File: config.mk
export PLATFORM = sky130hd
export DESIGN_NAME = mbx_hart_mailbox
export DESIGN_NICKNAME = d
export VERILOG_FILES = /design/src/rtl/mbx_pkg.sv /design/src/rtl/mbx_window_dec.sv /design/src/rtl/mbx_store_dec.sv /design/src/rtl/mbx_flags.sv /design/src/rtl/mbx_status.sv /design/src/rtl/mbx_hart_mailbox.sv
export SDC_FILE = /design/constraint.sdc
export NUM_CORES = 1
export LEC_CHECK = 0
export CAP_MARGIN = 20
export CORE_AREA = 2 2 88 90
export CTS_BUF_LIST = sky130_fd_sc_hd__clkbuf_8
export CTS_CLUSTER_SIZE = 25
export DETAILED_ROUTE_END_ITERATION = 12
export DIE_AREA = 0 0 90 92
export MAX_ROUTING_LAYER = met4
export PLACE_DENSITY = 0.88
export RECOVER_POWER = 100
export SYNTH_ARGS = -nofsm -noshare
export SYNTH_HDL_FRONTEND = slang
export SYNTH_SLANG_ARGS = --single-unit
File: constraint.sdc
create_clock -name clk -period 2.2 [get_ports clk]
set_clock_uncertainty 0.15 [all_clocks]
set_input_delay 0.22 -clock clk [delete_from_list [all_inputs] [get_ports clk]]
set_output_delay 0.22 -clock clk [all_outputs]
set_load 0.05 [all_outputs]
File: src/rtl/mbx_pkg.sv
package mbx_pkg;
  localparam logic [11:0] OFF_HALTED    = 12'h100;
  localparam logic [11:0] OFF_GOING     = 12'h108;
  localparam logic [11:0] OFF_RESUMING  = 12'h110;
  localparam logic [11:0] OFF_EXCEPTION = 12'h118;
  localparam logic [11:0] OFF_WHERETO   = 12'h300;
  localparam logic [11:0] OFF_ABSCMD    = 12'h338;
  localparam logic [11:0] OFF_PROGBUF   = 12'h360;
  localparam logic [11:0] OFF_FLAGS     = 12'h400;
  localparam int          WIN_BITS      = 12;
  localparam int          FLAG_GO       = 0;
  localparam int          FLAG_RESUME   = 1;

  typedef enum logic [2:0] {
    OP_NONE, OP_HALTED, OP_GOING, OP_RESUMING, OP_EXCEPTION
  } mbx_op_e;

  // JAL x0 with a signed byte displacement given as bits 20:1
  function automatic logic [31:0] jal_x0(input logic [20:1] d);
    return {d[20], d[10:1], d[11], d[19:12], 5'd0, 7'b1101111};
  endfunction

  localparam logic [11:0] D_ABS  = OFF_ABSCMD - OFF_WHERETO;
  localparam logic [11:0] D_PBUF = OFF_PROGBUF - OFF_WHERETO;
  localparam logic [31:0] JAL_ABS  = jal_x0({{9{D_ABS[11]}}, D_ABS[11:1]});
  localparam logic [31:0] JAL_PBUF = jal_x0({{9{D_PBUF[11]}}, D_PBUF[11:1]});
endpackage

File: src/rtl/mbx_window_dec.sv
module mbx_window_dec #(
  parameter int ADDR_W   = 32,
  parameter int WIN_BITS = 12
) (
  input  logic              req_valid,
  input  logic [ADDR_W-1:0] req_addr,
  output logic              in_win,
  output logic              dmem_valid
);
  assign in_win     = (req_addr[ADDR_W-1:WIN_BITS] == '0);
  assign dmem_valid = req_valid & ~in_win;
endmodule

File: src/rtl/mbx_store_dec.sv
module mbx_store_dec
  import mbx_pkg::*;
#(
  parameter int N_HARTS = 4
) (
  input  logic               wr_en,
  input  logic [11:0]        off,
  input  logic [31:0]        wdata,
  output mbx_op_e            op,
  output logic [N_HARTS-1:0] hart_sel
);
  always_comb begin
    op = OP_NONE;
    if (wr_en) begin
      unique case (off)
        OFF_HALTED:    op = OP_HALTED;
        OFF_GOING:     op = OP_GOING;
        OFF_RESUMING:  op = OP_RESUMING;
        OFF_EXCEPTION: op = OP_EXCEPTION;
        default:       op = OP_NONE;
      endcase
    end
  end

  // store data carries a hart number; out-of-range numbers select nobody
  for (genvar h = 0; h < N_HARTS; h++) begin : g_sel
    assign hart_sel[h] = (wdata == 32'(h));
  end
endmodule

File: src/rtl/mbx_flags.sv
module mbx_flags #(
  parameter int N_HARTS = 4
) (
  input  logic               clk,
  input  logic               rst_n,
  input  logic [N_HARTS-1:0] go_set,
  input  logic               go_clr_all,
  input  logic [N_HARTS-1:0] resume_set,
  input  logic [N_HARTS-1:0] resume_clr,
  output logic [N_HARTS-1:0] go_bits,
  output logic [N_HARTS-1:0] resume_bits
);
  for (genvar h = 0; h < N_HARTS; h++) begin : g_hart
    always_ff @(posedge clk) begin
      if (!rst_n) begin
        go_bits[h]     <= 1'b0;
        resume_bits[h] <= 1'b0;
      end else begin
        // a fresh set wins over a clear landing in the same cycle
        go_bits[h]     <= go_set[h] | (go_bits[h] & ~go_clr_all);
        resume_bits[h] <= resume_set[h] | (resume_bits[h] & ~resume_clr[h]);
      end
    end
  end
endmodule

File: src/rtl/mbx_status.sv
module mbx_status
  import mbx_pkg::*;
#(
  parameter int N_HARTS = 4
) (
  input  logic               clk,
  input  logic               rst_n,
  input  mbx_op_e            op,
  input  logic [N_HARTS-1:0] hart_sel,
  output logic [N_HARTS-1:0] halted,
  output logic [N_HARTS-1:0] resuming,
  output logic               exception
);
  logic [N_HARTS-1:0] set_h, clr_h;

  assign set_h = (op == OP_HALTED)   ? hart_sel : '0;
  assign clr_h = (op == OP_RESUMING) ? hart_sel : '0;

  always_ff @(posedge clk) begin
    if (!rst_n) begin
      halted    <= '0;
      resuming  <= '0;
      exception <= 1'b0;
    end else begin
      halted    <= (halted & ~clr_h) | set_h;
      resuming  <= clr_h;
      exception <= (op == OP_EXCEPTION);
    end
  end
endmodule

File: src/rtl/mbx_hart_mailbox.sv
module mbx_hart_mailbox
  import mbx_pkg::*;
#(
  parameter int N_HARTS = 4,
  parameter int ADDR_W  = 32
) (
  input  logic               clk,
  input  logic               rst_n,
  input  logic [N_HARTS-1:0] haltreq,
  input  logic [N_HARTS-1:0] resume_req,
  input  logic [N_HARTS-1:0] go_req,
  input  logic               cmd_progbuf,
  input  logic               req_valid,
  output logic               req_ready,
  input  logic               req_we,
  input  logic [ADDR_W-1:0]  req_addr,
  input  logic [31:0]        req_wdata,
  output logic               rsp_valid,
  output logic [31:0]        rsp_rdata,
  output logic               dmem_valid,
  output logic               dmem_we,
  output logic [ADDR_W-1:0]  dmem_addr,
  output logic [31:0]        dmem_wdata,
  input  logic [31:0]        dmem_rdata,
  output logic [N_HARTS-1:0] debug_req,
  output logic [N_HARTS-1:0] halted,
  output logic [N_HARTS-1:0] resuming,
  output logic               exception
);
  localparam int N_FLAG_WORDS = (N_HARTS + 3) / 4;

  logic               in_win;
  logic [11:0]        off;
  mbx_op_e            op;
  logic [N_HARTS-1:0] hart_sel;
  logic [N_HARTS-1:0] go_bits, resume_bits;
  logic               progbuf_q;
  logic [31:0]        rd_d, rd_q;
  logic               sel_q;

  assign req_ready  = 1'b1;
  assign debug_req  = haltreq;
  assign off        = req_addr[11:0];
  assign dmem_we    = req_we;
  assign dmem_addr  = req_addr;
  assign dmem_wdata = req_wdata;

  mbx_window_dec #(.ADDR_W(ADDR_W), .WIN_BITS(WIN_BITS)) u_win (
    .req_valid (req_valid),
    .req_addr  (req_addr),
    .in_win    (in_win),
    .dmem_valid(dmem_valid)
  );

  mbx_store_dec #(.N_HARTS(N_HARTS)) u_sdec (
    .wr_en   (req_valid & req_we & in_win),
    .off     (off),
    .wdata   (req_wdata),
    .op      (op),
    .hart_sel(hart_sel)
  );

  mbx_flags #(.N_HARTS(N_HARTS)) u_flags (
    .clk        (clk),
    .rst_n      (rst_n),
    .go_set     (go_req),
    .go_clr_all (op == OP_GOING),
    .resume_set (resume_req),
    .resume_clr ((op == OP_RESUMING) ? hart_sel : '0),
    .go_bits    (go_bits),
    .resume_bits(resume_bits)
  );

  mbx_status #(.N_HARTS(N_HARTS)) u_stat (
    .clk      (clk),
    .rst_n    (rst_n),
    .op       (op),
    .hart_sel (hart_sel),
    .halted   (halted),
    .resuming (resuming),
    .exception(exception)
  );

  // jump target latched with each go pulse
  always_ff @(posedge clk) begin
    if (!rst_n)       progbuf_q <= 1'b0;
    else if (|go_req) progbuf_q <= cmd_progbuf;
  end

  // read mux for in-window loads
  always_comb begin
    rd_d = '0;
    if (off == OFF_WHERETO) begin
      rd_d = progbuf_q ? JAL_PBUF : JAL_ABS;
    end else begin
      for (int w = 0; w < N_FLAG_WORDS; w++) begin
        if (off == 12'(OFF_FLAGS + 12'(4 * w))) begin
          for (int l = 0; l < 4; l++) begin
            if (4 * w + l < N_HARTS) begin
              rd_d[8*l +: 8] = {6'd0, resume_bits[4*w+l], go_bits[4*w+l]};
            end
          end
        end
      end
    end
  end

  always_ff @(posedge clk) begin
    if (!rst_n) begin
      rsp_valid <= 1'b0;
      sel_q     <= 1'b0;
      rd_q      <= '0;
    end else begin
      rsp_valid <= req_valid;
      sel_q     <= in_win;
      rd_q      <= (req_valid && !req_we && in_win) ? rd_d : '0;
    end
  end

  assign rsp_rdata = sel_q ? rd_q : dmem_rdata;
endmodule

==> metrics.md, run 1 <==
| Metric | Value |
|---|---|
| Most frequent cells in the layout | `clkdlybuf4s50_1 (107), clkbuf_1 (83), buf_4 (47)` |
| Synthesized Nets | `353` |
| Endpoint class of the critical path | `output pin` |
| Fin worst setup slack | `71.5 ps` |
| Die footprint | `8280 um^2` |
| TritonCTS buffer count | `5` |
| H-tree depth | `2` |
| Hold Vio Cnt, Final | `0` |
| Worst path cell trace | `clkdlybuf4s50_1 > nor4_1 > buf_4 > nand4_1 > buf_4 > nor2_2 > nor2b_1 > buf_6` |
| FF+latch count, synth | `31` |
| Clk_lat worst skew | `270 ps` |
| Slew margin rel. | `53.3%` |
| Ports | `226` |
| Dpl cell area | `3880 um^2` |
| Initial Util | `28.0%` |
| # nets final | `536` |
| Std cell rows | `32` |
| Origin of the critical flop-to-flop path | `progbuf_q` |
| Setup crit start kind | `primary input` |
| CTS max path bufs | `2` |
| Setup tns final | `0 ps` |
| Clk sink count | `31` |
| 1st-pass router iterations | `4` |
| Max Freq | `470 MHz` |
| R2r setup slk | `1260 ps` |
| Commonest non-fill, non-tap cell in the layout | `clkdlybuf4s50_1` |
| Total power | `0.00171 W` |
| Post-synth top area share | `29.8%` |
| Fin crit period | `2130 ps` |
| Syn Area/Cell | `8.68 um^2` |
| Pre-CTS setup slack | `-373 ps` |
| GPL Wtd Cong | `0.790` |
| Post-Synthesis Cell Area | `2080 um^2` |
| Synth Instances | `240` |
| Number of buffers added on ports | `216` |
| Initial antenna violation count | `0` |
| DRC violations left | `0` |
| Status | `complete, no violations` |
| CP max FO | `2` |
| R2r endpoint | `rd_q[24]` |
| Clk root buf | `clkbuf_8` |
| CTS tree | `yes` |
| Vias per cell | `4.47` |
| Synth area leaders | `dfxtp_1 (30%), buf_4 (25%), nor2b_1 (7.2%), mux2_2 (5.4%), nor4_1 (4.8%)` |
| Post-Layout Cell Count | `524` |
| VDD IR-drop max | `241 uV` |
| Setup violators final | `0` |
| Hold worst-path end | `debug_req[1]` |
| Power Density | `460 nW/um^2` |
| Crit path largest cell delay | `410 ps` |
| Hold/Removal Path Class | `in2out` |
| Worst EP arrival | `1760 ps` |
| Placed cells | `515` |
| Grt total ovfl | `0` |
| Antenna viol nets, final | `0` |
| WS Path Type | `in2out` |
| GRT Util Overall | `17.2%` |
| CP top delay family | `buffers and inverters` |
| Drt wl/cell | `13.8 um` |
| CP most frequent cell | `buf_4` |
| Vias in the first global route | `2,379` |
| Height of the die | `92 um` |
| Fill cells | `787` |
| Iter 0 DRT Violations | `123` |
| Fin crit share | `96.8%` |
| Core Region | `7450 um^2` |
| Hold path cells | `0` |
| DP Wirelength | `6220 um` |
| Synthesis Warnings | `0` |
| Post-route cell area | `3720 um^2` |
| Critical Path RT | `1830 ps` |
| Total wire length | `7260 um` |
| Vias | `2,341` |
| Synth area leader | `dfxtp_1` |
| Cell variety after synth | `36` |
| Reg2Reg Depth | `2` |
| Reg area | `621 um^2` |
| Max-slew violation count | `0` |
| LEAKAGE | `1.56 nW` |
| CP max stage cell | `clkdlybuf4s50_1` |
| Area of the multi-input gates | `913 um^2` |
| Worst path bufs/invs | `4` |
| Largest net degree at the start of global routing | `34` |
| Hold Path Origin | `haltreq[1]` |
| Sequential-to-total area share from yosys stat | `29.8%` |
| Worst-margin pin slew | `700 ps` |
| # diodes | `0` |
| Width of the chip | `90 um` |
| First-pass GRT wire length | `11,200 um` |
| Layout cells sized above 1 | `19.9%` |
| Max cap viols | `0` |
| Layout area overhead | `78.6%` |
## what timing repair did
item | 4_1_cts | 5_1_grt
pin swaps | 6 | 5
setup endpoints to repair | 17 | 8
buffers inserted | 2 | 1
cloned | 0 | 0
hold endpoints to repair | 0 | 0
gates resized for setup | 9 | 8
hold buffers | 0 | 0
## cell families (layout without fill, tap and decap cells)
| logic type | Yosys count | in the layout | share of synthesized area (%) |
|---|---|---|---|
| other | 1 | 1 | 0.180 |
| AND/OR/NAND/NOR | 86 | 86 | 27.1 |
| AO/OA/AOI/OAI | 28 | 28 | 9.31 |
| flip-flops | 31 | 31 | 29.8 |
| multiplexers | 11 | 11 | 5.89 |
| buffers and inverters | 83 | 265 | 27.7 |
## state kept, by name, indices dropped and copies added, names as in the netlist
register,count
u_flags.resume_bits,4
rsp_valid,1
u_stat.resuming,4
rd_q,11
progbuf_q,1
u_stat.halted,4
u_flags.go_bits,4
u_stat.exception,1
sel_q,1
## synth_stat cells
master and number:
nor4_2 2, o21a_1 8, buf_2 1, mux2_2 10, buf_4 70, clkbuf_2 1
and2_1 6, mux2i_1 1, nor4_1 16, inv_1 5, nand4bb_1 1, nor4_4 1
a21boi_0 4, or4_4 2, nor4b_1 1, nor4bb_1 1, dfxtp_1 31, a21oi_1 4
nand2_1 8, or4_1 1, nand4_1 4, clkbuf_1 6, or3_1 1, and2b_1 1
o21ai_0 4, a21o_1 5, and2_2 1, nor2_1 3, nand3b_1 3, a21o_2 3
nor3_1 3, and3_1 5, and4_1 1, conb_1 1, nor2b_1 24, or2_2 1
## worst max-delay path by stage
stage,start,to,cells past startpoint
after floorplan,sel_q,rsp_rdata[2],3
after global placement,req_addr[1],u_stat.halted[0],7
after detailed placement,req_addr[1],rd_q[17],6
after CTS,req_addr[21],dmem_valid,8
after global routing,req_addr[12],rd_q[24],9
final,req_addr[13],dmem_valid,8
## metal layers
| layer | global-route usage [%] | vias up | part of all wire (%) |
|---|---|---|---|
| li1 | - | 1123 | - |
| met1 | 17.7 | 1077 | 36 |
| met2 | 31.8 | 128 | 54 |
| met3 | 3.78 | 13 | 7.2 |
| met4 | 6.54 | 0 | 2.1 |
| met5 | - | - | 0 |
## power by group
group | internal (W) | switching, W | leakage [nW]
Clock | 0.000205 | 0.000176 | 0.0413
Sequential | 0.000574 | 0.00000652 | 0.253
Combinational | 0.000282 | 0.000466 | 1.27
Total | 0.00106 | 0.000649 | 1.56
## final cells by class
type                    instances  share of cell area (%)
clock buffers                   5                    1.85
clock inverters                 1                   0.101
multi-input cells             126                    24.6
inverters                       5                   0.505
well taps                     102                    3.43
repair buffers                254                    52.9
flip-flops and latches         31                    16.7
## through the flow
| stage | hold slack (ps) | util [%] |
|---|---|---|
| 6_report | 290 | 49.9 |
| 5_1_grt | 290 | 49.9 |
| 4_1_cts | 291 | 53.6 |
| 3_5_place_dp | 280 | 52.1 |
| 3_3_place_gp | 278 | 52.1 |
| 2_1_floorplan | 194 | - |
Note: power is estimated with default switching activity, not from simulation.
==> inputs of run 2 (changes only) <==
Settings changed: PLACE_DENSITY 0.88 to 0.94.
==> metrics.md, run 2 (same netlist as run 1, synthesis figures left out) <==
| Metric | Value |
|---|---|
| Max-slew violation count | `0 (unchanged)` |
| P_int | `0.00108 W (+2.2%)` |
| Post-Layout Cell Count | `523 (-0.19%)` |
| Hold/Removal Path Class | `in2out` |
| TritonCTS buffer count | `5 (unchanged)` |
| R2r endpoint | `rd_q[24]` |
| Drt wl/cell | `13.6 um (-2.1%)` |
| Vias per cell | `4.38 (-1.9%)` |
| LEAKAGE | `1.53 nW (-2.2%)` |
| Clk pwr share | `24.7% (+2.4 points)` |
| DP Wirelength | `6220 um (about the same)` |
| Grt met3 use | `3.94% (+0.16 points)` |
| Most frequent cells in the layout | `clkdlybuf4s50_1 (102), clkbuf_1 (86), buf_4 (34)` |
| Core Region | `7450 um^2 (unchanged)` |
| Worst EP arrival | `2190 ps (+430 ps)` |
| Max cap viols | `0 (unchanged)` |
| Max Freq | `472 MHz (+0.44%)` |
| # diodes | `0 (unchanged)` |
| Number of buffers added on ports | `216 (unchanged)` |
| Fin crit period | `2120 ps (-9.36 ps)` |
| Clk root buf | `clkbuf_8` |
| Flop pwr share | `33.3% (-0.7 points)` |
| Placed cells | `515 (unchanged)` |
| Clk sink count | `31 (unchanged)` |
| Biggest register | `rd_q` |
| Height of the die | `92 um (unchanged)` |
| Hold_ws | `290 ps (+0.0670 ps)` |
| Iter 0 DRT Violations | `54 (-56%)` |
| First-pass GRT wire length | `10,700 um (-4.4%)` |
| # nets final | `534 (-0.37%)` |
| Post-route cell area | `3640 um^2 (-2.1%)` |
| Fill cells | `805 (+2.3%)` |
| Hold worst-path end | `debug_req[3]` |
| GRT Util Overall | `16.2% (-0.91 points)` |
| Worst-margin pin slew | `654 ps (-46.2 ps)` |
| WS Path Type | `in2reg` |
| CTS max path bufs | `2 (unchanged)` |
| Endpoint class of the critical path | `flip-flop` |
| Layout area overhead | `74.8%` |
| Width of the chip | `90 um (unchanged)` |
| Ports | `226 (unchanged)` |
| Hold Vio Cnt, Final | `0 (unchanged)` |
| Reg2Reg Depth | `2 (unchanged)` |
| Post-CTS Hold Fix Bufs | `0 (unchanged)` |
| Power Density | `478 nW/um^2 (+4.0%)` |
| Total wire length | `7090 um (-2.3%)` |
| Antenna viol nets, final | `0 (unchanged)` |
| Grt total ovfl | `0 (unchanged)` |
| Sw Share | `37.7% (-0.20 points)` |
| Layout cells sized above 1 | `19.2% (-0.67 points)` |
| Dpl cell area | `3880 um^2 (unchanged)` |
| Status | `complete, no violations` |
| Clk_lat worst skew | `270 ps (about the same)` |
| H-tree depth | `2 (unchanged)` |
| Largest register FFs | `11 (unchanged)` |
| Net load switching power | `0.000657 W (+1.3%)` |
| Reg area | `621 um^2 (unchanged)` |
| Setup violators final | `0 (unchanged)` |
| Reg clk slew, reported paths | `60 ps` |
| GPL Wtd Cong | `0.758 (-4.0%)` |
| Fin crit share | `96.3% (-0.43 points)` |
| Hold Path Origin | `haltreq[3]` |
| Critical Path RT | `2270 ps (+440 ps)` |
| Initial antenna violation count | `0 (unchanged)` |
| Comb power frac | `42.0% (-1.7 points)` |
| 1st-pass router iterations | `4 (unchanged)` |
| M2 GR Usage | `30.9% (-0.94 points)` |
| Commonest non-fill, non-tap cell in the layout | `clkdlybuf4s50_1` |
| Die footprint | `8280 um^2 (unchanged)` |
| Vias in the first global route | `2,281 (-4.1%)` |
| Slew margin rel. | `56.6% (+3.3 points)` |
| Origin of the critical flop-to-flop path | `progbuf_q` |
| VDD IR-drop max | `238 uV (-1.5%)` |
| Hold path cells | `0 (unchanged)` |
| Area of the multi-input gates | `941 um^2 (+3.0%)` |
| GRT busiest layer | `met2` |
| Vias | `2,292 (-2.1%)` |
| R2r setup slk | `1250 ps (about the same)` |
| Met1 usage | `16.5% (-1.2 points)` |
| Initial Util | `28.0% (unchanged)` |
| Std cell rows | `32 (unchanged)` |
| CP max FO | `8 (+6)` |
| Largest net degree at the start of global routing | `34 (unchanged)` |
| DRC violations left | `0 (unchanged)` |
| Setup crit start kind | `primary input` |
| CTS tree | `yes` |
| Unrepaired setup endpoints after global routing | `no` |
run 2: cell types whose count changed in the layout (fill, tap and decap cells not counted), moves of 2 or more:
cell             change
clkbuf_1             +3
nor4_4               +2
buf_4               -13
dlymetal6s2s_1       -4
clkdlybuf4s50_1      -5
buf_12               -5
clkbuf_2            +11
dlygate4sd3_1       +10
run 2: area by class of cell:
class | count | area share, %
inverter | 5 | 0.515
clock buffer | 6 | 2.27
multi-input combinational | 126 | 25.8
sequential | 31 | 17.0
tap | 102 | 3.51
clock inverter | 1 | 0.137
timing repair buffer | 252 | 50.7
run 2: what timing repair did:
action                                  in CTS  in global routing
resized for setup                           10                  7
endpoints found under the hold margin        0                  0
endpoints found under the setup margin       9                  6
buffers inserted                             1                  0
pin swaps                                    3                  4
run 2: through the flow:
stage	total power, W	setup slack, ps	utilization, %	setup TNS, ps
floorplan	0.00111	94.9	-	0
global placement	0.00140	-354	52.1	-7330
detailed placement	0.00141	-393	52.1	-7510
CTS	0.00184	17.7	53.8	0
global route	0.00181	3.15	48.9	0
finish	0.00174	80.8	48.9	0
run 2: worst max-delay path by stage:
stage	start	to	slack, ps
detailed placement	req_addr[1]	rd_q[0]	-390
global route	req_addr[6]	u_stat.halted[3]	3
CTS	req_addr[30]	dmem_valid	20
global placement	req_addr[0]	rd_q[17]	-350
finish	req_addr[6]	rd_q[9]	80
floorplan	sel_q	rsp_rdata[2]	90
run 2: metal layers:
metal | vias to the layer above | part of all wire [%]
met5 | - | 0
met4 | 0 | 1.3
met3 | 12 | 8.5
met2 | 133 | 53
met1 | 1031 | 37
li1 | 1116 | -
run 2: worst max-delay path, stage by stage:
cell,delay (ps)
clkdlybuf4s50_1,420
or4_4,420
or4_4,560
nor3_1,170
and3_4,260
and2_1,130
run 2: power by group through the flow:
| stage | Sequential, W | Clock, W | Combinational (W) |
|---|---|---|---|
| finish | 0.000579 | 0.000430 | 0.000731 |
| global placement | 0.000592 | 0 | 0.000813 |
| global route | 0.000580 | 0.000464 | 0.000764 |
| CTS | 0.000580 | 0.000439 | 0.000826 |
| floorplan | 0.000593 | 0 | 0.000517 |
| detailed placement | 0.000592 | 0 | 0.000823 |
